[config.mk]
export PLATFORM = sky130hd
export DESIGN_NAME = tx_pair_buffer
export DESIGN_NICKNAME = d
export VERILOG_FILES = /design/src/rtl/txpb_pkg.sv /design/src/rtl/txpb_admit.sv /design/src/rtl/txpb_store.sv /design/src/rtl/txpb_level.sv /design/src/rtl/tx_pair_buffer.sv
export SDC_FILE = /design/constraint.sdc
export NUM_CORES = 1
export LEC_CHECK = 0
export BUFFER_PORTS_ARGS = -buffer_cell sky130_fd_sc_hd__buf_2
export CORE_MARGIN = 5
export CORE_UTILIZATION = 25
export CTS_CLUSTER_SIZE = 25
export DETAILED_ROUTE_END_ITERATION = 16
export SETUP_SLACK_MARGIN = 0.4
export SYNTH_ARGS = -nofsm -noshare
export SYNTH_HDL_FRONTEND = slang
export SYNTH_SLANG_ARGS = --single-unit
[constraint.sdc]
create_clock -name clk -period 3.6 [get_ports clk]
set_input_delay 1.08 -clock clk [delete_from_list [all_inputs] [get_ports clk]]
set_output_delay 1.08 -clock clk [all_outputs]
set_load 0.02 [all_outputs]
[src/rtl/txpb_pkg.sv]
package txpb_pkg;
  localparam int SLOTS = 2;
  localparam int CNT_W = $clog2(SLOTS + 1);
  localparam int PTR_W = (SLOTS > 1) ? $clog2(SLOTS) : 1;
endpackage

[src/rtl/txpb_admit.sv]
module txpb_admit
  import txpb_pkg::*;
(
  input  logic             clk,
  input  logic             rst_n,
  input  logic             wr_single,
  input  logic             wr_double,
  input  logic             pop_req,
  input  logic             clear,
  output logic             push_one,
  output logic             push_two,
  output logic             pop_en,
  output logic             accepted,
  output logic [CNT_W-1:0] cnt_q,
  output logic [CNT_W-1:0] cnt_d,
  output logic             ovf_q
);
  logic [CNT_W:0] need;
  logic [CNT_W:0] room;
  logic           refuse;
  logic           ovf_d;

  always_comb begin
    pop_en   = pop_req && (cnt_q != '0) && !clear;
    need     = wr_double ? (CNT_W+1)'(2) : (wr_single ? (CNT_W+1)'(1) : '0);
    room     = (CNT_W+1)'(SLOTS) - {1'b0, cnt_q} + {{CNT_W{1'b0}}, pop_en};
    accepted = !clear && (need != '0) && (need <= room);
    refuse   = !clear && (need != '0) && (need > room);
    push_two = accepted && wr_double;
    push_one = accepted && !wr_double;
    ovf_d    = refuse;
    if (clear) begin
      cnt_d = '0;
    end else begin
      cnt_d = CNT_W'({1'b0, cnt_q} + (accepted ? need : '0)
                     - {{CNT_W{1'b0}}, pop_en});
    end
  end

  always_ff @(posedge clk or negedge rst_n) begin
    if (!rst_n) begin
      cnt_q <= '0;
      ovf_q <= 1'b0;
    end else begin
      cnt_q <= cnt_d;
      ovf_q <= ovf_d;
    end
  end
endmodule

[src/rtl/txpb_store.sv]
module txpb_store
  import txpb_pkg::*;
#(
  parameter int DATA_W = 8
) (
  input  logic                clk,
  input  logic                rst_n,
  input  logic                clear,
  input  logic                pop_en,
  input  logic                push_one,
  input  logic                push_two,
  input  logic [2*DATA_W-1:0] din,
  output logic [DATA_W-1:0]   head
);
  logic [PTR_W-1:0]  wr_q, wr_d, rd_q, rd_d, wr_nx;
  logic [DATA_W-1:0] slot_q [SLOTS];

  function automatic logic [PTR_W-1:0] step_ptr(input logic [PTR_W-1:0] p);
    return (p == PTR_W'(SLOTS - 1)) ? '0 : p + 1'b1;
  endfunction

  always_comb begin
    wr_nx = step_ptr(wr_q);
    if (clear) begin
      wr_d = '0;
      rd_d = '0;
    end else begin
      wr_d = push_two ? step_ptr(wr_nx) : (push_one ? wr_nx : wr_q);
      rd_d = pop_en ? step_ptr(rd_q) : rd_q;
    end
  end

  always_ff @(posedge clk or negedge rst_n) begin
    if (!rst_n) begin
      wr_q <= '0;
      rd_q <= '0;
    end else begin
      wr_q <= wr_d;
      rd_q <= rd_d;
    end
  end

  for (genvar i = 0; i < SLOTS; i++) begin : g_slot
    logic we_lo, we_hi;
    assign we_lo = (push_one || push_two) && (wr_q == PTR_W'(i));
    assign we_hi = push_two && (wr_nx == PTR_W'(i));
    always_ff @(posedge clk) begin
      if (we_lo) begin
        slot_q[i] <= din[DATA_W-1:0];
      end else if (we_hi) begin
        slot_q[i] <= din[2*DATA_W-1:DATA_W];
      end
    end
  end

  assign head = slot_q[rd_q];
endmodule

[src/rtl/txpb_level.sv]
module txpb_level
  import txpb_pkg::*;
(
  input  logic             clk,
  input  logic             rst_n,
  input  logic [CNT_W-1:0] cnt_q,
  input  logic [CNT_W-1:0] cnt_d,
  input  logic             half_mode,
  input  logic             byte_done,
  input  logic             accepted,
  output logic             flag_q,
  output logic             pulse_q,
  output logic             done_q
);
  logic flag_d, pulse_d, done_d;

  always_comb begin
    if (!half_mode) begin
      flag_d = (cnt_d == '0);
    end else if (cnt_d == CNT_W'(SLOTS)) begin
      flag_d = 1'b0;
    end else if (cnt_q == CNT_W'(SLOTS)) begin
      flag_d = 1'b1;
    end else begin
      flag_d = flag_q;
    end
    pulse_d = flag_d && !flag_q;
    if (byte_done && (cnt_d == '0)) begin
      done_d = 1'b1;
    end else if (accepted) begin
      done_d = 1'b0;
    end else begin
      done_d = done_q;
    end
  end

  always_ff @(posedge clk or negedge rst_n) begin
    if (!rst_n) begin
      flag_q  <= 1'b1;
      pulse_q <= 1'b0;
      done_q  <= 1'b0;
    end else begin
      flag_q  <= flag_d;
      pulse_q <= pulse_d;
      done_q  <= done_d;
    end
  end
endmodule

[src/rtl/tx_pair_buffer.sv]
module tx_pair_buffer
  import txpb_pkg::*;
#(
  parameter int DATA_W = 8
) (
  input  logic                clk,
  input  logic                rst_n,
  input  logic                wr_single,
  input  logic                wr_double,
  input  logic [2*DATA_W-1:0] wr_data,
  input  logic                clear,
  input  logic                pop,
  input  logic                byte_done,
  input  logic                level_half,
  output logic [DATA_W-1:0]   head_data,
  output logic                head_valid,
  output logic [CNT_W-1:0]    fill_count,
  output logic                level_flag,
  output logic                level_pulse,
  output logic                ovf_pulse,
  output logic                tx_done
);
  logic             push_one, push_two, pop_en, accepted;
  logic [CNT_W-1:0] cnt_q, cnt_d;

  txpb_admit u_admit (
    .clk      (clk),
    .rst_n    (rst_n),
    .wr_single(wr_single),
    .wr_double(wr_double),
    .pop_req  (pop),
    .clear    (clear),
    .push_one (push_one),
    .push_two (push_two),
    .pop_en   (pop_en),
    .accepted (accepted),
    .cnt_q    (cnt_q),
    .cnt_d    (cnt_d),
    .ovf_q    (ovf_pulse)
  );

  txpb_store #(.DATA_W(DATA_W)) u_store (
    .clk     (clk),
    .rst_n   (rst_n),
    .clear   (clear),
    .pop_en  (pop_en),
    .push_one(push_one),
    .push_two(push_two),
    .din     (wr_data),
    .head    (head_data)
  );

  txpb_level u_level (
    .clk      (clk),
    .rst_n    (rst_n),
    .cnt_q    (cnt_q),
    .cnt_d    (cnt_d),
    .half_mode(level_half),
    .byte_done(byte_done),
    .accepted (accepted),
    .flag_q   (level_flag),
    .pulse_q  (level_pulse),
    .done_q   (tx_done)
  );

  assign fill_count = cnt_q;
  assign head_valid = (cnt_q != '0);
endmodule

## Yosys cells after proc, flatten, opt, wreduce, memory -nomap -nowiden

Memories as Yosys holds them, arrays and structs flattened.
Cells that the tools add are included.

- Register bits after elaboration: 8
- Bits in writable memories: 16
- Bits of input ports: 24
- Logic and storage cells: 75
- Memories kept: 1

Memory list:

| name | depth | bits a word | rd ports | clocked after Yosys merged registers in | write ports | RTL line | RTL |
|---|---|---|---|---|---|---|---|
| u_store.slot_q | 2 | 8 | 1 | 0 | 2 | txpb_store.sv:16 | `logic [DATA_W-1:0] slot_q [SLOTS];` |

- Add/sub/neg operators: 7
- $lt $le $gt $ge: 2
- Equality and inequality tests: 2
- Mux-type cells: 29
- Bitwise gates (word level): 4
- Reductions and logical operators: 23

Operator list:

| operator | number |
|---|---|
| $mux W1 | 24 |
| $mux W8 | 2 |
| $logic_and A1 B1 Y1 | 13 |
| $mux W2 | 3 |
| $reduce_bool A2 Y1 | 3 |
| $reduce_bool A3 Y1 | 2 |
| $eq A2 B2 Y1 const B | 2 |
| $add A1 B1 Y1 const B | 3 |
| $add A3 B1 Y3 | 1 |
| $gt A3 B3 Y1 | 1 |
| $le A3 B3 Y1 | 1 |
| $logic_not A1 Y1 | 3 |
| $sub A2 B2 Y3 const A | 1 |
| $add A2 B2 Y2 | 1 |
| $logic_not A2 Y1 | 1 |
| $not A1 Y1 | 2 |
| $or A1 B1 Y1 | 2 |
| $sub A2 B1 Y2 | 1 |
| $logic_or A1 B1 Y1 | 1 |

## Longest topological paths before layout

Gate-level depths: netlist of the first run.

- Word-level depth: 14
- Mapped depth: 16
- Gate-level depth less buffers: 16

## Hierarchy

A second synthesis of the first run with hierarchy kept.

- Cell total of the unflattened synthesis: 99
- Area, all modules: 1322.5 um2

By module, submodules not included:

| module | instances | cells an instance | area an instance (um2) | sequential area each (um2) |
|---|---|---|---|---|
| txpb_store | 1 | 55 | 893.4 | 530.5 |
| txpb_admit | 1 | 31 | 284.0 | 75.1 |
| txpb_level | 1 | 12 | 138.9 | 76.3 |
| tx_pair_buffer | 1 | 1 | 6.3 | 0.0 |

## Worst setup path after synthesis of the first run

Ideal clock, no wire load.

- Path kind: input -> register
- Start: in clear
- End: reg u_level.pulse_q
- Library setup time: 95 ps
- Data arrival time: 3766 ps
- Setup slack: -262 ps
- Cell stages on the path: 14
- Buffers on the path: 1
- Cells stage by stage: buf_2 -> or2_2 -> ha_1 -> ha_1 -> ha_1 -> nor2b_2 -> o21ai_0 -> nand2b_1 -> nor2_1 -> ha_1 -> xor3_2 -> o2111ai_2 -> o41ai_2 -> nor4b_2

- Cells in the longest elaborated chain, start to end: 13
- Elaborated cells between the ends (all ways): 15
- Classes of those cells: 3 x add/sub; 1 x order compare; 1 x eq/ne; 4 x mux; 6 x reduce/logical

Ends and longest elaborated chain:

| element | RTL line | RTL |
|---|---|---|
| from (decl) | tx_pair_buffer.sv:11 | `input logic clear,` |
| $logic_not A1 Y1 | txpb_admit.sv:24, txpb_admit.sv:27 |  |
| $logic_and A1 B1 Y1 | txpb_admit.sv:24 | `pop_en = pop_req && (cnt_q != '0) && !clear;` |
| $add A3 B1 Y3 | txpb_admit.sv:26 | `room = (CNT_W+1)'(SLOTS) - {1'b0, cnt_q} + {{CNT_W{1'b0}}, pop_en};` |
| $le A3 B3 Y1 | txpb_admit.sv:27 | `accepted = !clear && (need != '0) && (need <= room);` |
| $logic_and A1 B1 Y1 | txpb_admit.sv:27 |  |
| $mux W2 | txpb_admit.sv:35 | `cnt_d = CNT_W'({1'b0, cnt_q} + (accepted ? need : '0)` |
| $add A2 B2 Y2 | txpb_admit.sv:35 |  |
| $sub A2 B1 Y2 | txpb_admit.sv:36 | `- {{CNT_W{1'b0}}, pop_en});` |
| $mux W2 (*) | txpb_admit.sv:32 | `if (clear) begin` |
| $eq A2 B2 Y1 | txpb_level.sv:20 | `end else if (cnt_d == CNT_W'(SLOTS)) begin` |
| $mux W1 | txpb_level.sv:20 |  |
| $mux W1 (*) | txpb_level.sv:18 | `if (!half_mode) begin` |
| $logic_and A1 B1 Y1 (*) | txpb_level.sv:27 | `pulse_d = flag_d && !flag_q;` |
| via u_level.pulse_d | txpb_level.sv:15 | `logic flag_d, pulse_d, done_d;` |
| to (signal assigned) | txpb_level.sv:44 | `pulse_q <= pulse_d;` |
| to (decl) | txpb_level.sv:12 | `output logic pulse_q,` |

The timed path passes the listed nets; every way through them passes the cells marked *.
A chain may end at the register's enable or synchronous reset.

## Worst setup path in the final report of the first run

- Start: in pop
- End: reg u_level.pulse_q

- Cells in the longest elaborated chain, start to end: 13
- Elaborated cells between the ends (all ways): 14
- Classes of those cells: 3 x add/sub; 1 x order compare; 1 x eq/ne; 4 x mux; 5 x reduce/logical

Ends and longest elaborated chain:

| element | RTL line | RTL |
|---|---|---|
| from (decl) | tx_pair_buffer.sv:12 | `input logic pop,` |
| $logic_and A1 B1 Y1 (*) (2 in a row) | txpb_admit.sv:24 |  |
| $add A3 B1 Y3 | txpb_admit.sv:26 |  |
| $le A3 B3 Y1 | txpb_admit.sv:27 |  |
| $logic_and A1 B1 Y1 | txpb_admit.sv:27 |  |
| $mux W2 | txpb_admit.sv:35 |  |
| $add A2 B2 Y2 | txpb_admit.sv:35 |  |
| $sub A2 B1 Y2 (*) | txpb_admit.sv:36 |  |
| $mux W2 (*) | txpb_admit.sv:32 |  |
| $eq A2 B2 Y1 | txpb_level.sv:20 |  |
| $mux W1 | txpb_level.sv:20 |  |
| $mux W1 (*) | txpb_level.sv:18 |  |
| $logic_and A1 B1 Y1 (*) | txpb_level.sv:27 |  |
| via u_level.pulse_d | txpb_level.sv:15 |  |

Marks and branches as above.

==> impl_metrics.env, run 1 <==
export IMPL_outcome="complete, no violations"
export IMPL_slew_headroom_pct=73.0
export IMPL_clock_path_buffers=2
export IMPL_dpl_instance_area_sq_um=1860
export IMPL_pin_count=39
export IMPL_nNetsFinal=212
export IMPL_ys_types=28
export IMPL_drc=0
export IMPL_cp_arrival_ns=3.58
export IMPL_final_core_util_pct=40.1
export IMPL_dp_slack_ns=-0.0919
export IMPL_finClkSkew_ns=0.00544
export IMPL_final_area_sq_um=2180
export IMPL_pwr_share_clk_pct=12.7
export IMPL_track_usage_pct=10.6
export IMPL_yosys_most_used_dff="edfxtp_1"
export IMPL_die_area_sq_um=7080
export IMPL_max_freq_ghz=0.294
export IMPL_cp_required_ns=3.78
export IMPL_ys_ff_latch=24
export IMPL_first_pass_iters=4
export IMPL_syn_nets=138
export IMPL_htree_num_levels=1
export IMPL_swShare_pct=36.3
export IMPL_synth_seq_area_share_pct=49.6
export IMPL_wl_per_cell_microns=14.2
export IMPL_num_vias=1099
export IMPL_gp_congestion=0.764
export IMPL_syn_area_sq_um=1370
export IMPL_routed_wirelength_mm=3.56
export IMPL_synthCells=106
export IMPL_p_sw_uw=680
export IMPL_start_kind="primary input"
export IMPL_vias_per_cell=4.38
export IMPL_overflow=0
export IMPL_synth_edf_count=16
export IMPL_finalWorstSetupSlack_ns=0.200
export IMPL_drv_slew=0
export IMPL_hpwl_mm=2.53
export IMPL_die_w_microns=84.1
export IMPL_cts_sinks=24
export IMPL_combPwrFrac_pct=62.6
export IMPL_rsz0062_at_grt="yes"
export IMPL_power_internal_mw=1.19
export IMPL_coreArea_sq_um=5440
export IMPL_clk_latency_ns=0.27
export IMPL_hold_violations=0
export IMPL_async_reset_ff_share_pct=33.3
export IMPL_crit_type="primary input to register"
export IMPL_cts_tree="done"
export IMPL_cts_hold_buffers=0
export IMPL_grt_pass1_vias=1275
export IMPL_start_util_pct=25.3
export IMPL_root_buffer="clkbuf_8"
export IMPL_grt_max_degree=15
export IMPL_final_common_cell="buf_2"
export IMPL_fin_crit_ns=3.40
export IMPL_die_height_microns=84.1
export IMPL_worst_path_max_fanout=5
export IMPL_drive_gt1_share_pct=70.4
export IMPL_ff2ff_path_depth=16
export IMPL_grt_first_pass_wirelength_mm=6.13
export IMPL_clk_pin_slew_ns=0.09
export IMPL_critPathCaptureType="register"
export IMPL_drt_iter0_markers=7
export IMPL_peakVddDrop_v=0.000520
export IMPL_p_per_area_nw_per_um2=859
export IMPL_drv_cap=0
export IMPL_setup_violations=0
export IMPL_power_frac_seq_pct=24.7
export IMPL_fp_row_count=27
export IMPL_cts_made_buffers=3
export IMPL_antenna_found_initial=0
export IMPL_layout_common_cells="buf_2 (36), buf_4 (35), mux2_4 (16), edfxtp_1 (16), mux2_2 (8)"
export IMPL_p_leak_nw=0.964
export IMPL_diodes=0
export IMPL_worst_slew_pin_slew_ns=0.406
export IMPL_holdCritPathClass="register to register"
export IMPL_drtAntennaViolNets=0
export IMPL_syn2layout_area_growth_pct=58.6
export IMPL_avgSynthCellArea_sq_um=13.0
export IMPL_port_buffer_count=38
export IMPL_yosys_warnings=0
export IMPL_whs_path_depth=2
export IMPL_period_share_pct=94.5
[per-stage QoR]
stage,TNS (ns),power (mW),hold WS (ns),instances
after global placement,-0.0469,1.38,0.516,225
after global routing,0,2.00,0.582,251
after floorplan,0,1.06,0.545,106
after detailed placement,-0.227,1.38,0.520,225
after CTS,0,1.81,0.551,248
final,0,1.87,0.559,251
[state kept, by name, summed over array words and instances, names as in the netlist]
name and cells:
u_store.slot_q 16, u_admit.cnt_q 2, u_admit.ovf_q 1, u_level.done_q 1
u_level.flag_q 1, u_level.pulse_q 1, u_store.rd_q 1, u_store.wr_q 1
[metal layers]
metal / global-route usage (%) / vias up / routed length (microns)
met2: 19.9 / 31 / 1870
li1: - / 534 / -
met5: 0 / - / 0
met4: 1.32 / 0 / 26
met3: 3.04 / 2 / 162
met1: 12.3 / 532 / 1500
[critical path, stage by stage]
cell	delay [ns]
buf_6	0.07
nand2_4	0.04
or2_4	0.24
ha_4	0.17
ha_4	0.26
ha_4	0.19
nor2b_4	0.13
o21ai_2	0.14
nand2b_1	0.12
nor2_2	0.13
ha_2	0.18
xor3_2	0.33
a22o_4	0.26
nor4b_2	0.23
[layout make-up]
cell class / instances / area, sq um
Tap cell: 72 / 90.1
Fill cell: 538 / 3260
Inverter: 5 / 18.8
Clock inverter: 1 / 30.0
Clock buffer: 3 / 41.3
Multi-Input combinational cell: 73 / 851
Sequential cell: 24 / 682
Timing Repair Buffer: 73 / 465
[power by group through the flow]
stage	registers, mW	logic, mW	clock network, mW
floorplan	0.487	0.574	0
global placement	0.468	0.909	0
detailed placement	0.470	0.910	0
CTS	0.466	1.10	0.242
global route	0.474	1.28	0.253
finish	0.462	1.17	0.237
[cells by family (layout without fill, tap and decap cells)]
logic type                 Yosys count  count (layout)  synth area share [%]
AOI/OAI and AO/OA                   16              16                  9.02
buffers and inverters                9              82                  2.55
and+or+nand+nor                     23              23                  9.38
muxes                               24              24                  19.7
adders and majority gates            8               8                  7.29
xor gates and xnor gates             2               2                  2.46
DFF                                 24              24                  49.6
[cells in the mapped netlist, drive strengths merged, types with 2 or more instances]
cell | count | area share [%]
o21ai | 4 | 1.5
ha | 8 | 7.3
nor3 | 4 | 1.5
o21a | 2 | 1.1
clkbuf | 3 | 0.82
nor2b | 2 | 1.1
dfrtp | 7 | 13
mux2 | 24 | 20
edfxtp | 16 | 35
or2 | 2 | 0.91
nand2b | 4 | 1.8
inv | 5 | 1.4
nor2 | 8 | 2.2
a21oi | 4 | 1.5
[path summary, 6_finish.rpt]
kind | startpoint | slack [ns] | endpoint
worst min register to register | u_level.flag_q | 0.56 | u_level.flag_q
max in group asynchronous | rst_n | 2.71 | u_level.flag_q
worst max register to register | u_admit.cnt_q[0] | 0.45 | u_level.pulse_q
worst max-delay path | pop | 0.20 | u_level.pulse_q
worst min-delay path | u_level.flag_q | 0.56 | u_level.flag_q
min in group asynchronous | rst_n | 0.64 | u_admit.cnt_q[0]
[what timing repair did]
item / in CTS / in global routing
endpoints found under the setup margin: 20 / 21
endpoints found under the hold margin: 0 / 0
buffers inserted: 19 / 3
gates cloned: 0 / 0
gates resized for setup: 9 / 4
pin swaps: 10 / 1
(Power assumes the default switching activity.)
==> run 2, diff against run 1 <==
--- a/config.mk
+++ b/config.mk
@@ -13,4 +13,5 @@
 export SETUP_SLACK_MARGIN = 0.4
 export SYNTH_ARGS = -nofsm -noshare
 export SYNTH_HDL_FRONTEND = slang
+export SYNTH_HIERARCHICAL = 1
 export SYNTH_SLANG_ARGS = --single-unit
==> run 2 against run 1 <==
Sequential share of layout area grew 1.6 points; cell area shrank 4.9%; first-iteration DRC count increased to 5.9 times the previous value; largest power group unchanged; global-route usage decreased by 0.39 points; clock skew down 0.0023 ns; count of clock-buffer cells in the layout unchanged; the run now ends with setup timing left; highest routed layer unchanged.
==> impl_metrics.env, run 2 <==
export IMPL_cpLargestDelayFamily="adder cells"
export IMPL_finClkSkew_ns=0.00319
export IMPL_cp_arrival_ns=3.91
export IMPL_first_pass_iters=4
export IMPL_drc=0
export IMPL_cts_sinks=24
export IMPL_violations="setup timing"
export IMPL_layout_common_cells="buf_2 (37), buf_4 (19), mux2_4 (16), edfxtp_1 (16), mux2_2 (8)"
export IMPL_final_area_sq_um=2070
export IMPL_period_share_pct=104
export IMPL_nNetsFinal=195
export IMPL_power_frac_seq_pct=28.5
export IMPL_ys_ff_latch=24
export IMPL_drv_slew=0
export IMPL_port_buffer_count=38
export IMPL_finalWorstSetupSlack_ns=-0.131
export IMPL_cp_num_buf_inv=3
export IMPL_drv_cap=0
export IMPL_htree_num_levels=1
export IMPL_setup_violations=3
export IMPL_clk_latency_ns=0.26
export IMPL_hold_violations=0
export IMPL_cp_depth=19
export IMPL_drtAntennaViolNets=0
export IMPL_swShare_pct=35.0
export IMPL_place_inst=217
export IMPL_cp_cell_sequence="buf_12, inv_12, o211ai_1, ha_2, ha_4, ha_4, nor2b_4, o21ai_2, and2_4, nand2b_1, ha_1, inv_2, ha_4, xor2_2, xnor2_1, a21o_1, a21oi_2, nor2b_4, a311oi_2"
export IMPL_coreArea_sq_um=5110
export IMPL_die_area_sq_um=6840
export IMPL_avgSynthCellArea_sq_um=13.4
export IMPL_ff2ff_path_depth=17
export IMPL_fin_crit_ns=3.73
export IMPL_crit_type="primary input to register"
export IMPL_grt_pass1_vias=1215
export IMPL_drive_gt1_share_pct=69.1
export IMPL_grt_first_pass_wirelength_mm=5.34
export IMPL_syn_area_sq_um=1320
export IMPL_synthCells=99
export IMPL_synth_edf_count=16
export IMPL_ys_types=27
export IMPL_p_sw_uw=534
export IMPL_yosysTopAreaCell="edfxtp_1"
export IMPL_peakVddDrop_v=0.000416
export IMPL_clk_pin_slew_ns=0.08
export IMPL_hpwl_mm=2.34
export IMPL_max_stage_delay_ns=0.28
export IMPL_power_internal_uw=992
export IMPL_synth_seq_area_share_pct=51.6
export IMPL_worst_path_max_fanout=2
export IMPL_p_leak_nw=0.916
export IMPL_whs_ns=0.544
export IMPL_cts_hold_buffers=0
export IMPL_worst_slew_pin_slew_ns=0.439
export IMPL_clock_path_buffers=2
export IMPL_slew_headroom_pct=70.7
export IMPL_netlist_top_cells_area="edfxtp_1 (36%), mux2_2 (20%), dfrtp_1 (13%)"
export IMPL_syn2layout_area_growth_pct=56.6
export IMPL_fin_cells=232
export IMPL_cp_required_ns=3.78
export IMPL_grt_busiest_layer="met2"
export IMPL_pwr_share_clk_pct=15.4
export IMPL_ys_top_cells_by_count="mux2_2 (24), edfxtp_1 (16), ha_1 (8), inv_1 (8), dfrtp_1 (7)"
export IMPL_wl_per_cell_microns=14.9
export IMPL_async_reset_ff_share_pct=33.3
export IMPL_outcome="complete, but fails checks"
export IMPL_reg_largest_list="u_store/slot_q (16), u_admit/cnt_q (2)"
export IMPL_max_freq_ghz=0.268
export IMPL_die_w_microns=82.7
export IMPL_die_height_microns=82.7
export IMPL_start_util_pct=25.9
export IMPL_worst_path_most_repeated_cell="ha_4"
export IMPL_cts_made_buffers=3
export IMPL_pin_count=39
export IMPL_critPathCaptureType="register"
export IMPL_antenna_found_initial=0
export IMPL_rsz0062_at_grt="yes"
export IMPL_yosys_warnings=6
export IMPL_cts_tree="done"
export IMPL_synth_top_area_share_pct=36.3
export IMPL_diodes=0
export IMPL_overflow=0
export IMPL_dpl_instance_area_sq_um=1750
export IMPL_root_buffer="clkbuf_8"
export IMPL_fp_row_count=26
export IMPL_holdCritPathClass="register to register"
export IMPL_whs_path_depth=2
export IMPL_use_met1_pct=10.9
export IMPL_synth_most_common_cell="mux2_2"
export IMPL_yosys_most_used_dff="edfxtp_1"
export IMPL_grt_use_met2_pct=19.6
export IMPL_final_common_cell="buf_2"
export IMPL_routed_wirelength_mm=3.47
export IMPL_vias_per_cell=4.46
export IMPL_grt_max_degree=15
export IMPL_start_kind="primary input"
export IMPL_track_usage_pct=10.3
export IMPL_slowest_stage="ha_1"
export IMPL_combPwrFrac_pct=56.1
export IMPL_p_per_area_nw_per_um2=737
export IMPL_largest_reg_flops=16
export IMPL_top_register="u_store/slot_q"
export IMPL_gr_usage_met3_pct=2.93
export IMPL_drt_iter0_markers=41
export IMPL_gp_congestion=0.805
export IMPL_num_vias=1035
export IMPL_syn_nets=131
## run 2: cell count changes after synthesis, sizes merged, moves of 2 or more
cell / previous run / this run
a21o: 1 / 3
buf: 1 / 3
clkbuf: 3 / 0
inv: 5 / 8
nor2: 8 / 2
nor2b: 2 / 6
nor3: 4 / 0
o21a: 2 / 0
xnor2: 0 / 2
## run 2: cells by family after synthesis
logic type	count (synthesis)	synth area share [%]
buffers and inverters	11	3.41
adder cells (fa/ha/maj)	8	7.57
AO/OA/AOI/OAI	13	7.76
flip-flops	24	51.6
AND/OR/NAND/NOR	16	7.29
multiplexers	24	20.4
XOR/XNOR	3	1.99
## run 2: cell type report
cell class              instances  area, sq um
multi-input cells              64          783
well taps                      70         87.6
flip-flops and latches         24          682
clock inverters                 1         30.0
clock buffers                   3         41.3
inverters                       8         42.5
repair buffers                 62          404
fillers                       505         3040
## run 2: worst paths after layout
| check | slack (ns) | startpoint | to |
|---|---|---|---|
| max | -0.13 | clear | u_level/flag_q |
| min | 0.54 | u_level/flag_q | u_level/flag_q |
| max reg2reg | 0.29 | u_admit/cnt_q[1] | u_level/flag_q |
| min reg2reg | 0.54 | u_level/flag_q | u_level/flag_q |
| max in group asynchronous | 2.72 | rst_n | u_level/flag_q |
| min in group asynchronous | 0.64 | rst_n | u_admit/ovf_q |
## run 2: worst register-to-register path, delay by kind of cell (launching register included)
family,cells,cell delay (ns)
xor+xnor,2,0.39
simple gates,4,0.47
flops,1,0.40
buf+inv,1,0.05
fa+ha+maj,5,1.11
compound gates,5,0.81
## run 2: per-stage QoR
stage	setup WS [ns]	power, mW	utilization, %	TNS (ns)
3_5_place_dp	-0.440	1.10	34.2	-2.08
5_1_grt	-0.263	1.62	40.5	-0.886
2_1_floorplan	-0.195	0.876	-	-0.471
4_1_cts	-0.0170	1.46	39.0	-0.0217
6_report	-0.131	1.53	40.5	-0.379
3_3_place_gp	-0.378	1.08	34.2	-1.20
## run 2: repair_timing
action | 4_1_cts | 5_1_grt
resized for setup | 20 | 17
endpoints found under the setup margin | 21 | 21
pin swaps | 13 | 5
buffers inserted | 11 | 0
gates cloned | 0 | 0
## run 2: power groups by stage
| stage | registers (mW) | logic (mW) | clock network [mW] |
|---|---|---|---|
| 6_report | 0.435 | 0.856 | 0.235 |
| 5_1_grt | 0.443 | 0.920 | 0.257 |
| 4_1_cts | 0.437 | 0.783 | 0.244 |
| 3_5_place_dp | 0.441 | 0.658 | 0 |
| 3_3_place_gp | 0.435 | 0.644 | 0 |
| 2_1_floorplan | 0.470 | 0.406 | 0 |
## run 2: per-layer routing
layer  share of wire [%]  routed length [microns]
met2                  52                     1820
met4                 1.7                       58
met5                   0                        0
met3                 6.7                      234
met1                  39                     1360
==> run 3, diff against run 2 <==
--- a/config.mk
+++ b/config.mk
@@ -6,10 +6,12 @@
 export NUM_CORES = 1
 export LEC_CHECK = 0
 export BUFFER_PORTS_ARGS = -buffer_cell sky130_fd_sc_hd__buf_2
+export CORE_ASPECT_RATIO = 1.5
 export CORE_MARGIN = 5
 export CORE_UTILIZATION = 25
 export CTS_CLUSTER_SIZE = 25
 export DETAILED_ROUTE_END_ITERATION = 16
+export MAX_ROUTING_LAYER = met4
 export SETUP_SLACK_MARGIN = 0.4
 export SYNTH_ARGS = -nofsm -noshare
 export SYNTH_HDL_FRONTEND = slang
==> run 3 against run 2 <==
The flow still finishes with violations (setup timing); total power fell by 6.0%; cell count fell by 0.43%; fmax rose by 1.3%; largest cell class is now sequential cells.
==> impl_metrics.env, run 3 (synthesis gave the netlist of run 2 again) <==
export IMPL_gp_congestion=0.791
export IMPL_drtAntennaViolNets=0
export IMPL_cp_arrival_ns=3.83
export IMPL_place_inst=213
export IMPL_crit_type="primary input to register"
export IMPL_top_register="u_store/slot_q"
export IMPL_gr_usage_met3_pct=2.24
export IMPL_dpl_instance_area_sq_um=1730
export IMPL_peakVddDrop_v=0.000430
export IMPL_hold_start="u_level/flag_q"
export IMPL_htree_num_levels=1
export IMPL_final_common_cell="buf_2"
export IMPL_grt_pass1_vias=1176
export IMPL_grt_max_degree=15
export IMPL_cp_required_ns=3.75
export IMPL_critPathCaptureType="register"
export IMPL_drv_cap=0
export IMPL_nNetsFinal=196
export IMPL_pin_count=39
export IMPL_max_stage_delay_ns=0.27
export IMPL_p_per_area_nw_per_um2=737
export IMPL_drive_gt1_share_pct=65.6
export IMPL_ff2ff_path_depth=17
export IMPL_min_to="u_level/flag_q"
export IMPL_setup_violations=4
export IMPL_first_pass_iters=4
export IMPL_use_met1_pct=7.86
export IMPL_clk_latency_ns=0.27
export IMPL_cts_tree="done"
export IMPL_outcome="complete, but fails checks"
export IMPL_syn2layout_area_growth_pct=47.2
export IMPL_slowest_stage="ha_4"
export IMPL_fp_row_count=32
export IMPL_reg_largest_list="u_store/slot_q (16), u_admit/cnt_q (2)"
export IMPL_track_usage_pct=9.27
export IMPL_cts_sinks=24
export IMPL_antenna_found_initial=0
export IMPL_num_vias=1008
export IMPL_routed_wirelength_mm=3.11
export IMPL_port_buffer_count=38
export IMPL_reg2reg_slack_ns=0.32
export IMPL_fin_cells=231
export IMPL_largest_reg_flops=16
export IMPL_die_area_sq_um=6870
export IMPL_diodes=0
export IMPL_rr_startpoint="u_admit/cnt_q[1]"
export IMPL_vias_per_cell=4.36
export IMPL_hold_violations=0
export IMPL_clock_path_buffers=2
export IMPL_cts_hold_buffers=0
export IMPL_overflow=0
export IMPL_wl_per_cell_microns=13.4
export IMPL_cp_cell_sequence="buf_12, inv_12, o211ai_1, ha_2, ha_4, ha_4, nor2b_4, o21ai_2, and2_1, nand2b_1, ha_1, inv_1, ha_2, xor2_1, xnor2_1, nand3_1, a21oi_2, nor2b_4, a2111oi_2"
export IMPL_worst_path_max_fanout=2
export IMPL_grt_use_met2_pct=18.8
export IMPL_die_height_microns=99.1
export IMPL_whs_ns=0.515
export IMPL_fill_cells=541
export IMPL_crit_path_start="clear"
export IMPL_cts_made_buffers=3
export IMPL_start_util_pct=25.8
export IMPL_holdCritPathClass="register to register"
export IMPL_slew_headroom_pct=70.3
export IMPL_fin_crit_ns=3.68
export IMPL_period_share_pct=102
export IMPL_grt_busiest_layer="met2"
export IMPL_drv_slew=0
export IMPL_rsz0062_at_grt="yes"
export IMPL_coreArea_sq_um=5120
export IMPL_layout_common_cells="buf_2 (37), buf_4 (24), mux2_2 (24), edfxtp_1 (16)"
export IMPL_max_freq_ghz=0.272
export IMPL_grt_first_pass_wirelength_mm=5.00
export IMPL_die_w_microns=69.4
export IMPL_p_leak_nw=0.863
export IMPL_start_kind="primary input"
export IMPL_r2r_end="u_level/pulse_q"
export IMPL_hpwl_mm=2.40
export IMPL_violations="setup timing"
export IMPL_dp_slack_ns=-0.490
export IMPL_finClkSkew_ns=0.00216
export IMPL_whs_path_depth=2
export IMPL_finalWorstSetupSlack_ns=-0.0820
export IMPL_final_area_sq_um=1950
export IMPL_worst_slew_pin_slew_ns=0.446
export IMPL_root_buffer="clkbuf_8"
export IMPL_drt_iter0_markers=13
export IMPL_clk_pin_slew_ns=0.08
export IMPL_drc=0
## run 3: changes by cell type in the layout (fill, tap and decap cells not counted), moves of 2 or more
| cell | before | now |
|---|---|---|
| a21o_2 | 2 | 0 |
| a21o_4 | 0 | 2 |
| buf_4 | 19 | 24 |
| buf_6 | 5 | 1 |
| ha_1 | 2 | 4 |
| ha_4 | 5 | 2 |
| mux2_2 | 8 | 24 |
| mux2_4 | 16 | 0 |
## run 3: worst max path at each step
| stage | to | cells after the start |
|---|---|---|
| 5_1_grt | u_level/pulse_q | 19 |
| 3_3_place_gp | u_level/pulse_q | 19 |
| 3_5_place_dp | u_level/pulse_q | 19 |
| 4_1_cts | u_level/pulse_q | 19 |
| 2_1_floorplan | u_level/pulse_q | 18 |
| 6_report | u_level/pulse_q | 19 |
## run 3: metrics by stage
stage | util, % | setup TNS [ns] | total power, mW
6_report | 38.0 | -0.199 | 1.43
5_1_grt | 38.0 | -0.685 | 1.53
4_1_cts | 37.4 | -0.0275 | 1.41
3_5_place_dp | 33.8 | -3.64 | 1.09
3_3_place_gp | 33.8 | -1.98 | 1.07
2_1_floorplan | - | -0.471 | 0.876
## run 3: critical path, delay by kind of cell
family	cells	cell delay [ns]
fa+ha+maj	5	1.11
buf+inv	3	0.19
simple gates	5	0.63
compound gates	4	0.44
xor+xnor	2	0.38
## run 3: what timing repair did
| action | in CTS | in global routing |
|---|---|---|
| buffers inserted | 12 | 2 |
| pin swaps | 10 | 0 |
| resized for setup | 5 | 4 |
| setup endpoints to repair | 21 | 38 |
## run 3: layout make-up
cell class | instances | area (sq um) | share of cell area [%]
Clock buffer | 3 | 41.3 | 2.12
Clock inverter | 1 | 30.0 | 1.54
Timing Repair Buffer | 63 | 397 | 20.4
Multi-Input combinational cell | 64 | 669 | 34.4
Inverter | 8 | 42.5 | 2.19
Sequential cell | 24 | 682 | 35.0
Tap cell | 68 | 85.1 | 4.37
## run 3: routing by layer
metal / wire (microns) / share of wire [%]
met1: 1090 / 35
met2: 1810 / 58
met3: 179 / 5.8
met4: 27 / 0.87
met5: 0 / 0
## run 3: power breakdown
group | internal, mW | total (mW) | leakage, nW | switching [mW]
registers | 0.397 | 0.433 | 0.251 | 0.0369
clock network | 0.149 | 0.234 | 0.0357 | 0.0856
logic | 0.397 | 0.766 | 0.577 | 0.369
total | 0.942 | 1.43 | 0.863 | 0.492
